**config.mk**
```make
export PLATFORM = sky130hd
export DESIGN_NAME = pin_irq_unit
export DESIGN_NICKNAME = d
export VERILOG_FILES = /design/src/rtl/pin_irq_pkg.sv /design/src/rtl/pin_sync.sv /design/src/rtl/pin_cfg_bank.sv /design/src/rtl/pin_event_gen.sv /design/src/rtl/flag_bank.sv /design/src/rtl/pin_irq_unit.sv
export SDC_FILE = /design/constraint.sdc
export NUM_CORES = 1
export LEC_CHECK = 0
export ABC_AREA = 1
export BUFFER_PORTS_ARGS = -buffer_cell sky130_fd_sc_hd__buf_2
export CAP_MARGIN = 20
export CORE_MARGIN = 2
export CORE_UTILIZATION = 54
export CTS_CLUSTER_DIAMETER = 30
export DETAILED_ROUTE_END_ITERATION = 7
export PLACE_DENSITY = 0.84
export SYNTH_ARGS = -nofsm -noshare
export SYNTH_HDL_FRONTEND = slang
export SYNTH_HIERARCHICAL = 1
export SYNTH_SLANG_ARGS = --single-unit
export TNS_END_PERCENT = 30
```
**constraint.sdc**
```tcl
create_clock -name clk -period 2.65 [get_ports clk]
set_input_delay 0.795 -clock clk [delete_from_list [all_inputs] [get_ports clk]]
set_output_delay 0.795 -clock clk [all_outputs]
set_load 0.02 [all_outputs]
```
**src/rtl/pin_irq_pkg.sv**
```systemverilog
package pin_irq_pkg;
  localparam int CODE_W    = 4;
  localparam int FIELD_LSB = 16;

  typedef enum logic [CODE_W-1:0] {
    DET_OFF  = 4'h0,
    DET_LOW  = 4'h8,
    DET_RISE = 4'h9,
    DET_FALL = 4'hA,
    DET_BOTH = 4'hB,
    DET_HIGH = 4'hC
  } det_code_e;

  typedef struct packed {
    logic lvl_lo;
    logic lvl_hi;
    logic rise;
    logic fall;
  } det_sel_t;

  // Unlisted codes decode to no detection at all.
  function automatic det_sel_t decode_code(input logic [CODE_W-1:0] c);
    det_sel_t s;
    s = '0;
    case (c)
      DET_LOW:  s.lvl_lo = 1'b1;
      DET_HIGH: s.lvl_hi = 1'b1;
      DET_RISE: s.rise   = 1'b1;
      DET_FALL: s.fall   = 1'b1;
      DET_BOTH: begin
        s.rise = 1'b1;
        s.fall = 1'b1;
      end
      default:  s = '0;
    endcase
    return s;
  endfunction
endpackage

```
**src/rtl/pin_sync.sv**
```systemverilog
module pin_sync #(
  parameter int WIDTH  = 32,
  parameter int STAGES = 2
) (
  input  logic             clk,
  input  logic             rst,
  input  logic [WIDTH-1:0] raw,
  output logic [WIDTH-1:0] cur,
  output logic [WIDTH-1:0] prev
);
  // STAGES flops form the synchroniser; one extra flop holds the older copy.
  logic [STAGES:0][WIDTH-1:0] stg;

  always_ff @(posedge clk) begin
    if (rst) begin
      stg <= '0;
    end else begin
      stg[0] <= raw;
      for (int s = 1; s <= STAGES; s++) stg[s] <= stg[s-1];
    end
  end

  assign cur  = stg[STAGES-1];
  assign prev = stg[STAGES];
endmodule

```
**src/rtl/pin_cfg_bank.sv**
```systemverilog
module pin_cfg_bank
  import pin_irq_pkg::*;
#(
  parameter int N_PINS = 32,
  parameter int IDX_W  = $clog2(N_PINS)
) (
  input  logic                     clk,
  input  logic                     rst,
  input  logic                     wr_en,
  input  logic [IDX_W-1:0]         wr_idx,
  input  logic [CODE_W-1:0]        wr_code,
  input  logic [IDX_W-1:0]         rd_idx,
  output logic [CODE_W-1:0]        rd_code,
  output logic [N_PINS*CODE_W-1:0] codes
);
  logic [CODE_W-1:0] code_q [N_PINS];

  for (genvar i = 0; i < N_PINS; i++) begin : g_pin
    always_ff @(posedge clk) begin
      if (rst)
        code_q[i] <= DET_OFF;
      else if (wr_en && (wr_idx == IDX_W'(i)))
        code_q[i] <= wr_code;
    end
    assign codes[i*CODE_W +: CODE_W] = code_q[i];
  end

  assign rd_code = code_q[rd_idx];
endmodule

```
**src/rtl/pin_event_gen.sv**
```systemverilog
module pin_event_gen
  import pin_irq_pkg::*;
#(
  parameter int N_PINS = 32
) (
  input  logic [N_PINS*CODE_W-1:0] codes,
  input  logic [N_PINS-1:0]        cur,
  input  logic [N_PINS-1:0]        prev,
  output logic [N_PINS-1:0]        evt
);
  for (genvar i = 0; i < N_PINS; i++) begin : g_det
    det_sel_t sel;
    assign sel    = decode_code(codes[i*CODE_W +: CODE_W]);
    assign evt[i] = (sel.lvl_lo & ~cur[i])
                  | (sel.lvl_hi &  cur[i])
                  | (sel.rise   &  cur[i] & ~prev[i])
                  | (sel.fall   & ~cur[i] &  prev[i]);
  end
endmodule

```
**src/rtl/flag_bank.sv**
```systemverilog
module flag_bank #(
  parameter int N_PINS = 32
) (
  input  logic              clk,
  input  logic              rst,
  input  logic [N_PINS-1:0] set_vec,
  input  logic [N_PINS-1:0] clr_vec,
  output logic [N_PINS-1:0] flags,
  output logic              irq
);
  logic [N_PINS-1:0] flag_q;
  logic              irq_q;

  always_ff @(posedge clk) begin
    if (rst) begin
      flag_q <= '0;
      irq_q  <= 1'b0;
    end else begin
      flag_q <= (flag_q & ~clr_vec) | set_vec;  // set has priority
      irq_q  <= |flag_q;
    end
  end

  assign flags = flag_q;
  assign irq   = irq_q;
endmodule

```
**src/rtl/pin_irq_unit.sv**
```systemverilog
module pin_irq_unit
  import pin_irq_pkg::*;
#(
  parameter int                N_PINS    = 32,
  parameter int                ADDR_W    = 8,
  parameter int                DATA_W    = 32,
  parameter int                SYNC_STG  = 2,
  parameter logic [ADDR_W-1:0] FLAG_ADDR = 8'hA0
) (
  input  logic              clk,
  input  logic              rst,
  input  logic              bus_en,
  input  logic              bus_we,
  input  logic [ADDR_W-1:0] bus_addr,
  input  logic [DATA_W-1:0] bus_wdata,
  output logic [DATA_W-1:0] bus_rdata,
  input  logic [N_PINS-1:0] pins_in,
  output logic              irq_req
);
  localparam int IDX_W  = $clog2(N_PINS);
  localparam int WIDX_W = ADDR_W - 2;

  logic [WIDX_W-1:0]        widx;
  logic                     cfg_hit, flag_hit;
  logic                     cfg_wr, flag_wr, rd_acc;
  logic [IDX_W-1:0]         cfg_idx;
  logic [CODE_W-1:0]        rd_code;
  logic [N_PINS*CODE_W-1:0] cfg_codes;
  logic [N_PINS-1:0]        pin_cur, pin_prev, pin_evt, clr_vec, flag_q;
  logic [DATA_W-1:0]        rd_word, rdata_q;

  assign widx     = bus_addr[ADDR_W-1:2];
  assign cfg_hit  = (bus_addr[1:0] == 2'b00) && (int'(widx) < N_PINS);
  assign flag_hit = (bus_addr == FLAG_ADDR);
  assign cfg_idx  = widx[IDX_W-1:0];
  assign cfg_wr   = bus_en && bus_we && cfg_hit;
  assign flag_wr  = bus_en && bus_we && flag_hit;
  assign rd_acc   = bus_en && !bus_we;
  assign clr_vec  = flag_wr ? bus_wdata[N_PINS-1:0] : '0;

  pin_sync #(.WIDTH(N_PINS), .STAGES(SYNC_STG)) u_sync (
    .clk(clk), .rst(rst), .raw(pins_in), .cur(pin_cur), .prev(pin_prev)
  );

  pin_cfg_bank #(.N_PINS(N_PINS), .IDX_W(IDX_W)) u_cfg (
    .clk(clk), .rst(rst),
    .wr_en(cfg_wr), .wr_idx(cfg_idx),
    .wr_code(bus_wdata[FIELD_LSB +: CODE_W]),
    .rd_idx(cfg_idx), .rd_code(rd_code), .codes(cfg_codes)
  );

  pin_event_gen #(.N_PINS(N_PINS)) u_evt (
    .codes(cfg_codes), .cur(pin_cur), .prev(pin_prev), .evt(pin_evt)
  );

  flag_bank #(.N_PINS(N_PINS)) u_flag (
    .clk(clk), .rst(rst), .set_vec(pin_evt), .clr_vec(clr_vec),
    .flags(flag_q), .irq(irq_req)
  );

  always_comb begin
    rd_word = '0;
    if (cfg_hit)
      rd_word[FIELD_LSB +: CODE_W] = rd_code;
    else if (flag_hit)
      rd_word[N_PINS-1:0] = flag_q;
  end

  always_ff @(posedge clk) begin
    if (rst)
      rdata_q <= '0;
    else if (rd_acc)
      rdata_q <= rd_word;
  end

  assign bus_rdata = rdata_q;
endmodule

```
==> results of run 1 <==
critical path: stages:
cell and delay [ps]:
buf_2 160, buf_12 290, inv_1 100, nor2_1 100, inv_1 90, nor2_1 200, inv_1 110, o21ai_0 370
buf_4 220
flip-flops by register name (all words and copies together), names as in the netlist:
name and cells:
bus_rdata 32, u_flag/irq 1, u_sync/stg 32, u_sync/prev 32
u_flag/flags 32, u_sync/cur 32, u_cfg/code_q 128
path summary, 6_finish.rpt:
path / depth (start not counted) / endpoint / from / slack (ps)
hold / removal: 2 / u_sync/cur[4] / u_sync/stg[4] / 400
setup reg to reg: 12 / bus_rdata[17] / u_cfg/code_q[29][1] / 1180
hold reg to reg: 2 / u_sync/cur[4] / u_sync/stg[4] / 400
setup / recovery: 9 / u_cfg/code_q[21][1] / bus_addr[2] / 460
cell type report:
cell class	instances	area, um^2	share of cell area [%]
Clock buffer	79	1720	9.75
Tap cell	378	473	2.69
Timing Repair Buffer	170	1090	6.18
Antenna cell	1	2.50	0.0142
Multi-Input combinational cell	1230	5360	30.4
Sequential cell	289	7070	40.2
Inverter	422	1580	9.00
Clock inverter	32	310	1.76
per-stage QoR:
stage	utilization, %	instances	worst slack (ps)	instance area [um^2]	power (W)
floorplan	-	2085	186	15000	0.00575
global placement	56.3	2489	81.0	15600	0.00600
detailed placement	56.3	2489	52.9	15600	0.00604
CTS	63.7	2600	605	17600	0.0133
global route	63.7	2600	446	17600	0.0137
finish	63.7	2601	457	17600	0.0132
cells by family after synthesis:
family	share of synthesized area, %
AOI/OAI and AO/OA	6.13
buffers and inverters	17.3
DFF	47.0
and+or+nand+nor	29.5
placed cells by master, fill, tap and decap left out, drive strengths merged:
cell type	instances
clkinvlp	8
nand2	447
inv	430
nor4	1
clkbuf	79
nor2	462
clkinv	13
edfxtp	128
a21oi	96
nand3	161
diode	1
and2	1
bufinv	3
dfxtp	161
a21boi	4
o21ai	58
buf	170
power by group through the flow:
stage                     sequential, W  combinational (W)  clock, W
after floorplan                 0.00504           0.000708         0
after global placement          0.00509           0.000912         0
after detailed placement        0.00510           0.000939         0
after CTS                       0.00502           0.000949   0.00734
after global routing            0.00504            0.00108   0.00761
final                           0.00502           0.000969   0.00726
per-layer routing:
layer / vias to the layer above / share of wire [%] / GRT usage, %
met4: 2 / 4.6 / 12.9
li1: 6391 / - / -
met5: - / 0.018 / 0
met1: 5779 / 38 / 31.9
met3: 140 / 11 / 5.55
met2: 702 / 46 / 44.2
==> impl_metrics.csv, run 1 <==
group,metric,value,unit
worst_hold_path,hold_path.class,"register to register",
clock_tree,ctsResizeCount,0,
worst_setup_path,worstSetupEndpointType,"register",
yosys,syn_nets,2161,
pwr,p_per_area,753,mW/mm^2
pwr,clkPwrFrac,54.8,%
global_route,grt_max_degree,68,
global_route,grt.total_usage,26.2,%
timing,hold-worst-slack,398,ps
clock_tree,post_cts_buffers,0,
global_route,grt_pass1_wl,60600,um
timing,final.setup.tns,0,ps
yosys,synth-seq-area-share,47.0,%
timing,grt_setup_unrepaired,"false",
detailed_routing,post_drt_wl_per_cell,14.5,um
timing,fmax,0.456,GHz
worst_setup_path,critical_path_arrival,2460,ps
floorplanning,dieArea,0.0292,mm^2
timing,finalMaxSlewViolations,0,
floorplanning,start_util,54.4,%
detailed_routing,drc,0,
pwr,seqPwrFrac,37.9,%
clock_tree,cts_buffer_depth,3,
clock_tree,clk_pin_slew_worst_paths,50,ps
timing,setup_viol,0,
pwr,p_sw_share,24.2,%
yosys,synth_cell_types,25,
detailed_routing,via_per_inst,5.00,
detailed_routing,dr.pass1.iters,6,
layout,drive_gt1_share,15.9,%
layout,nNetsFinal,2248,
floorplanning,io_pins,109,
yosys,synth.avg_cell_area,7.21,um^2
detailed_routing,drt_iter0_drc,1355,
yosys,synth_top_cell_area_share,25.6,%
layout,synthToLayoutAreaGrowth,17.1,%
timing,skew,13.8,ps
placed_design,portBuffers,108,
timing,period_needed,2190,ps
global_route,grt_pass1_vias,12600,
outcome,status,"complete, no violations",
global_route,grt_overflow,0,
timing,worstMarginPinSlew,944,ps
pwr,power_leakage,8.04,nW
clock_tree,h-tree-depth,2,
yosys,yosys_warnings,6,
timing,hold_viol,0,
layout,fillers,2289,
flow_run,drv_cap,0,
pwr,ir_drop,481,uV
floorplanning,die_h,171,um
timing,period_share,82.8,%
pwr,p_int,0.0100,W
clock_tree,clock-sinks,289,
yosys,async_flop_share,0,%
yosys,netlist_instances,2085,
clock_tree,cts_hold_buffers,0,
yosys,synth_seq_cells,289,
pwr,p_switching,0.00321,W
yosys,synth-edff-count,128,
yosys,synth_commonest_cells,"nand2_1, nor2_1, inv_1, dfxtp_1, nand3_1",
clock_tree,tritoncts,"done",
worst_setup_path,startpoint_type,"primary input",
worst_setup_path,critPathRequiredTime,2920,ps
floorplanning,die_x,171,um
yosys,synthTopCellsByArea,"edfxtp_1, dfxtp_1, nand2_1",
detailed_routing,drtAntennaViolNets,0,
clock_tree,clk_latency,560,ps
yosys,synth.most_common_cell,"nand2_1",
yosys,post-synth-top-area-cell,"edfxtp_1",
placed_design,gp_congestion,0.980,
worst_setup_path,crit_path_max_fanout,67,
placed_design,hpwlAfterDp,26000,um
timing,relSlewSlack,37.1,%
global_route,antenna_found_initial,2,
clock_tree,cts-buffers-inserted,59,
floorplanning,core,0.0276,mm^2
floorplanning,row_count,61,
detailed_routing,via_count,13000,
pwr,combPwrFrac,7.3,%
detailed_routing,drt_wl_total,37800,um
yosys,synth_flop_cell,"dfxtp_1",
worst_setup_path,worstSetupPathType,"primary input to register",
yosys,netlist_area,0.0150,mm^2
clock_tree,root_buffer,"clkbuf_16",
Note: power is estimated with default switching activity, not from simulation.
==> inputs of run 2 (changes only) <==
PLACE_DENSITY = 0.86   (was 0.84)
clock period = 1.85 ns   (was 2.65 ns; I/O delays follow)
==> run 2 against run 1 <==
  * Design area up 1.8%
  * Critical endpoint is now bus_rdata[16]
  * Critical path depth down 8
  * Cell count rose by 0.58%
  * Clock-buffer cell count down 15
  * Wire length is 6.5% higher
  * Sequential power up 43%
  * Worst setup slack worse by 320 ps
  * Highest routed layer unchanged
==> impl_metrics.csv, run 2 (synthesis results as in run 1) <==
group,metric,value,unit
clock_tree,clk_pin_slew_worst_paths,50,ps
pwr,p_int,0.0141,W
global_route,grt_max_degree,49,
pwr,p_sw_share,25.0,%
timing,worst_slack,140,ps
global_route,grt_pass1_vias,12900,
worst_setup_path,ff2ff_setup_slack,340,ps
timing,finalMaxSlewViolations,0,
worst_setup_path,critPathMaxStageDelay,400,ps
clock_tree,clk_latency,560,ps
worst_setup_path,critPathRequiredTime,1290,ps
floorplanning,dieArea,0.0292,mm^2
worst_hold_path,min_to,"u_sync/stg[3]",
timing,period_share,92.4,%
worst_setup_path,critical-path-top-delay-family,"flip-flops",
pwr,p_switching,0.00469,W
flow_run,drv_cap,0,
clock_tree,ctsResizeCount,0,
layout,fin_area,0.0179,mm^2
timing,relSlewSlack,75.3,%
worst_setup_path,rr_startpoint,"u_cfg/code_q[3][0]",
floorplanning,die_x,171,um
detailed_routing,drt_wl_total,40300,um
worst_setup_path,critical_path_arrival,1150,ps
floorplanning,die_h,171,um
outcome,status,"complete, no violations",
placed_design,dpl.cell_count,2509,
pwr,clkPwrFrac,53.7,%
timing,fmax,0.585,GHz
clock_tree,cts_hold_buffers,0,
floorplanning,io_pins,109,
worst_setup_path,cpMaxStageDelayCell,"dfxtp_1",
timing,skew,22.2,ps
worst_setup_path,rr_endpoint,"bus_rdata[16]",
worst_setup_path,crit_path_cell_trace,"buf_2",
detailed_routing,via_count,13400,
worst_setup_path,worstSetupPathType,"register to primary output",
worst_hold_path,holdPathStages,3,
placed_design,hpwlAfterDp,27300,um
detailed_routing,post_drt_wl_per_cell,15.4,um
layout,fin_cells,2616,
pwr,p_per_area,1050,mW/mm^2
placed_design,pre_cts_ws,-305,ps
layout,fillers,2090,
global_route,grt_pass1_wl,63000,um
timing,setup_viol,0,
worst_setup_path,reg2reg_depth,12,
layout,layout_commonest_cell,"nand2_1",
worst_hold_path,hold_path.class,"primary input to register",
clock_tree,cts_buffer_depth,3,
clock_tree,h-tree-depth,2,
worst_hold_path,hp-start,"pins_in[3]",
floorplanning,row_count,61,
worst_setup_path,crit_path_max_fanout,2,
global_route,grt.total_usage,27.2,%
layout,synthToLayoutAreaGrowth,19.2,%
clock_tree,tritoncts,"done",
layout,nNetsFinal,2265,
clock_tree,clock-sinks,289,
placed_design,gp_congestion,0.990,
timing,worstMarginPinSlew,371,ps
floorplanning,start_util,54.4,%
layout,largest_reg_flops,128,
pwr,power_leakage,8.17,nW
clock_tree,root_buffer,"clkbuf_16",
placed_design,placement.cell_area,0.0160,mm^2
detailed_routing,via_per_inst,5.13,
global_route,antenna_found_initial,3,
floorplanning,core,0.0276,mm^2
worst_setup_path,worstSetupEndpointType,"primary output",
layout,drive_gt1_share,17.1,%
placed_design,portBuffers,108,
layout,regMostFlops,"u_cfg/code_q",
worst_setup_path,startpoint_type,"register",
detailed_routing,drt_iter0_drc,1501,
detailed_routing,dr.pass1.iters,7,
clock_tree,cts-buffers-inserted,56,
detailed_routing,drc,0,
clock_tree,post_cts_buffers,0,
detailed_routing,drtAntennaViolNets,0,
timing,hold_viol,0,
layout,most-common-layout-cells,"nand2_1, nor2_1, inv_1, dfxtp_1, nand3_1",
timing,grt_setup_unrepaired,"false",
pwr,ir_drop,685,uV
pwr,seqPwrFrac,38.3,%
global_route,grt_overflow,0,
worst_setup_path,path_buf_inv,1,
pwr,combPwrFrac,8.0,%
timing,period_needed,1710,ps
==> run 2: worst max path at each step <==
stage	slack, ps	from	cells past startpoint	endpoint
after global placement	-280	bus_addr[0]	9	u_cfg/code_q[20][0]
after detailed placement	-300	bus_addr[0]	10	u_cfg/code_q[7][0]
after global routing	120	bus_addr[0]	10	u_cfg/code_q[0][2]
after CTS	150	bus_rdata[16]	1	bus_rdata[16]
final	140	bus_rdata[16]	1	bus_rdata[16]
after floorplan	-70	bus_addr[0]	8	u_cfg/code_q[8][0]
==> run 2: area by class of cell <==
type | count | area (um^2) | share of cell area [%]
Antenna cell | 1 | 2.50 | 0.0140
Clock buffer | 64 | 1510 | 8.40
Clock inverter | 42 | 424 | 2.37
Inverter | 422 | 1580 | 8.84
Multi-Input combinational cell | 1230 | 5480 | 30.6
Sequential cell | 289 | 7070 | 39.4
Tap cell | 378 | 473 | 2.64
Timing Repair Buffer | 190 | 1390 | 7.74
==> run 2: through the flow <==
| step | hold slack [ps] | TNS, ps | util (%) | total power [W] |
|---|---|---|---|---|
| global placement | 390 | -43260 | 57.9 | 0.00867 |
| CTS | 180 | 0 | 64.9 | 0.0188 |
| detailed placement | 392 | -54110 | 57.9 | 0.00873 |
| global route | 199 | 0 | 64.9 | 0.0194 |
| floorplan | 388 | -4410 | - | 0.00826 |
| finish | 194 | 0 | 64.9 | 0.0188 |
==> run 2: power by group through the flow <==
| stage | clock, W | combinational [W] | sequential, W |
|---|---|---|---|
| floorplan | 0 | 0.00104 | 0.00722 |
| global placement | 0 | 0.00138 | 0.00729 |
| detailed placement | 0 | 0.00143 | 0.00731 |
| CTS | 0.0102 | 0.00146 | 0.00719 |
| global route | 0.0105 | 0.00164 | 0.00723 |
| finish | 0.0101 | 0.00150 | 0.00720 |
==> run 2: per-layer routing <==
metal	track usage [%]	share of wire, %	wire length, um	vias up
met1	32.0	37	15000	5996
li1	-	-	-	6429
met2	46.0	47	19000	823
met4	15.3	4.7	1900	4
met3	6.20	11	4350	165
met5	0	0.062	25	-
==> inputs of run 3 (changes only) <==
ABC_AREA = unset   (was 1)
PLACE_DENSITY = 0.87   (was 0.86)
==> run 3 against run 2 <==
  * The flow now finishes with violations (setup timing)
  * Sequential power about the same
  * Sequential share of layout area rose by 1.2 points
  * Area after synthesis shrank 11%
  * Highest routed layer unchanged
  * Non-clock buffer count grew 157
  * Clock power decreased by 9%
  * Clock skew rose by 7.9 ps
  * First-iteration DRC count increased by 1.6%
  * Maximum frequency shrank 20%
  * Total power decreased by 4.8%
  * Critical path depth increased by 4
==> impl_metrics.csv, run 3 <==
group,metric,value,unit
outcome,status,"finished, violations left",
outcome,violations,"setup timing",
timing,period_share,115,%
yosys,synth-seq-area-share,52.8,%
clock_tree,cts_buffer_depth,3,
worst_setup_path,worstSetupPathType,"register to register",
pwr,ir_drop,1000,uV
placed_design,pre_cts_ws,-777,ps
worst_setup_path,startpoint,"u_cfg/code_q[7][1]",
worst_hold_path,holdPathStages,2,
clock_tree,clock-sinks,289,
yosys,synthTopCellsByArea,"edfxtp_1, dfxtp_1, and2_1",
detailed_routing,drc,0,
detailed_routing,drt_wl_total,41200,um
timing,setup_viol,4,
yosys,async_flop_share,0,%
timing,period_needed,2140,ps
flow_run,drv_cap,0,
worst_setup_path,crit_path_frequent_cell,"mux4_2",
worst_setup_path,startpoint_type,"register",
yosys,synth_cell_types,35,
yosys,syn_nets,1299,
layout,drive_gt1_share,33.5,%
yosys,synth_top_cell_area_share,28.7,%
floorplanning,die_x,161,um
yosys,synth_flop_cell,"dfxtp_1",
placed_design,hpwlAfterDp,27800,um
floorplanning,io_pins,109,
worst_setup_path,critical_path_arrival,2570,ps
clock_tree,clk_pin_slew_worst_paths,50,ps
worst_hold_path,hold_path.class,"primary input to register",
layout,regMostFlops,"u_cfg/code_q",
global_route,grt_pass1_wl,62200,um
global_route,grt_max_degree,83,
layout,antennaDiodeCount,0,
floorplanning,start_util,55.0,%
detailed_routing,post_drt_wl_per_cell,22.2,um
layout,multi_input_area,0.00560,mm^2
layout,layout_commonest_cell,"buf_4",
floorplanning,core,0.0243,mm^2
pwr,p_per_area,1030,mW/mm^2
layout,most-common-layout-cells,"buf_4, and2_1, dfxtp_1, edfxtp_1, buf_2",
timing,skew,30.1,ps
yosys,netlist_area,0.0134,mm^2
yosys,post-synth-top-area-cell,"edfxtp_1",
layout,nNetsFinal,1563,
placed_design,dpl.cell_count,1757,
yosys,synth-edff-count,128,
layout,fin_cells,1854,
worst_setup_path,worstSetupEndpointType,"register",
layout,fin_area,0.0174,mm^2
clock_tree,cts-buffers-inserted,51,
layout,register_area,0.00707,mm^2
timing,worstMarginPinSlew,409,ps
floorplanning,row_count,57,
layout,fillers,1495,
yosys,yosys_warnings,6,
pwr,power_leakage,6.90,nW
yosys,synth.avg_cell_area,10.9,um^2
timing,worst_slack,-287,ps
clock_tree,root_buffer,"clkbuf_16",
yosys,netlist_instances,1223,
timing,finalMaxSlewViolations,0,
worst_setup_path,critPathMaxStageDelay,530,ps
detailed_routing,via_per_inst,5.97,
worst_setup_path,critPathRequiredTime,2280,ps
floorplanning,die_h,161,um
timing,hold_viol,0,
worst_setup_path,reg2reg_depth,5,
layout,synthToLayoutAreaGrowth,30.1,%
detailed_routing,dr.pass1.iters,5,
placed_design,placement.cell_area,0.0157,mm^2
worst_hold_path,hp-start,"pins_in[21]",
placed_design,gp_congestion,0.950,
worst_setup_path,crit_path_max_fanout,2,
clock_tree,tritoncts,"done",
detailed_routing,drtAntennaViolNets,0,
clock_tree,cts_hold_buffers,0,
timing,grt_setup_unrepaired,"true",
yosys,synth_commonest_cells,"and2_1, dfxtp_1, edfxtp_1, nor2b_1, a21oi_1",
worst_setup_path,cpMaxStageDelayCell,"edfxtp_1",
global_route,antenna_found_initial,3,
worst_setup_path,crit_path_cell_trace,"mux4_2, mux4_2, mux2_2, a21oi_2, a211oi_1",
yosys,synth_seq_cells,289,
timing,fmax,0.468,GHz
worst_setup_path,rr_startpoint,"u_cfg/code_q[7][1]",
detailed_routing,via_count,11100,
detailed_routing,drt_iter0_drc,1525,
placed_design,portBuffers,108,
clock_tree,h-tree-depth,2,
global_route,grt_overflow,0,
clock_tree,clk_latency,550,ps
layout,largest_reg_flops,128,
timing,relSlewSlack,72.7,%
floorplanning,dieArea,0.0261,mm^2
global_route,grt.total_usage,31.3,%
global_route,grt_pass1_vias,11400,
[run 3: cell count changes in the layout (fill, tap and decap cells not counted), moves of 40 or more]
cell,before,now
and2_1,1,161
nand2_1,447,30
mux4_2,0,40
inv_1,416,32
nor2b_1,0,97
nand3b_1,0,65
nor2_1,417,48
buf_4,64,228
o21ai_1,43,0
nand3_1,160,4
[run 3: final cells by class]
class	instances	share of cell area (%)
timing repair buffer	347	14.3
sequential	289	40.6
clock buffer	59	7.88
tap	324	2.33
clock inverter	37	2.03
multi-input combinational	766	32.2
inverter	32	0.690
[run 3: cell families after synthesis]
group / after synthesis / share of synthesized area (%)
flops: 289 / 52.8
mux: 44 / 7.07
compound gates: 165 / 7.44
xor+xnor: 32 / 2.09
buf+inv: 168 / 7.13
simple gates: 525 / 23.5
[run 3: final timing paths]
path / slack [ps] / endpoint
setup / recovery: -290 / bus_rdata[17]
hold / removal: 220 / u_sync/stg[21]
setup reg to reg: -290 / bus_rdata[17]
hold reg to reg: 420 / u_sync/cur[7]
[run 3: layer usage]
layer	global-route usage, %	vias up	share of wire, %
met3	7.55	210	10
met2	53.0	820	48
met4	20.2	6	6.7
met1	35.6	5266	35
met5	0	-	0.087
li1	-	4767	-
[run 3: report_power, final]
group          switching (W)  total (W)  internal, W
clock network        0.00336    0.00919      0.00583
registers           0.000265    0.00721      0.00695
logic               0.000717    0.00146     0.000745
[run 3: per-stage QoR]
stage	total power (W)	util (%)	hold slack, ps	setup TNS (ps)
floorplan	0.00799	-	414	-24310
global placement	0.00863	64.4	419	-84850
detailed placement	0.00869	64.4	423	-91180
CTS	0.0179	71.5	199	-896
global route	0.0183	71.6	212	-1130
finish	0.0179	71.6	215	-1040
[run 3: what timing repair did]
item                                    4_1_cts  5_1_grt
pin swaps                                     0        0
buffers inserted                              0        1
gates resized for setup                       1        1
endpoints found under the setup margin        4        4
[run 3: critical path: cells and delay by family, from the launching register on]
| family | cells | cell delay, ps |
|---|---|---|
| DFF | 1 | 530 |
| AOI/OAI and AO/OA | 2 | 200 |
| muxes | 3 | 1280 |
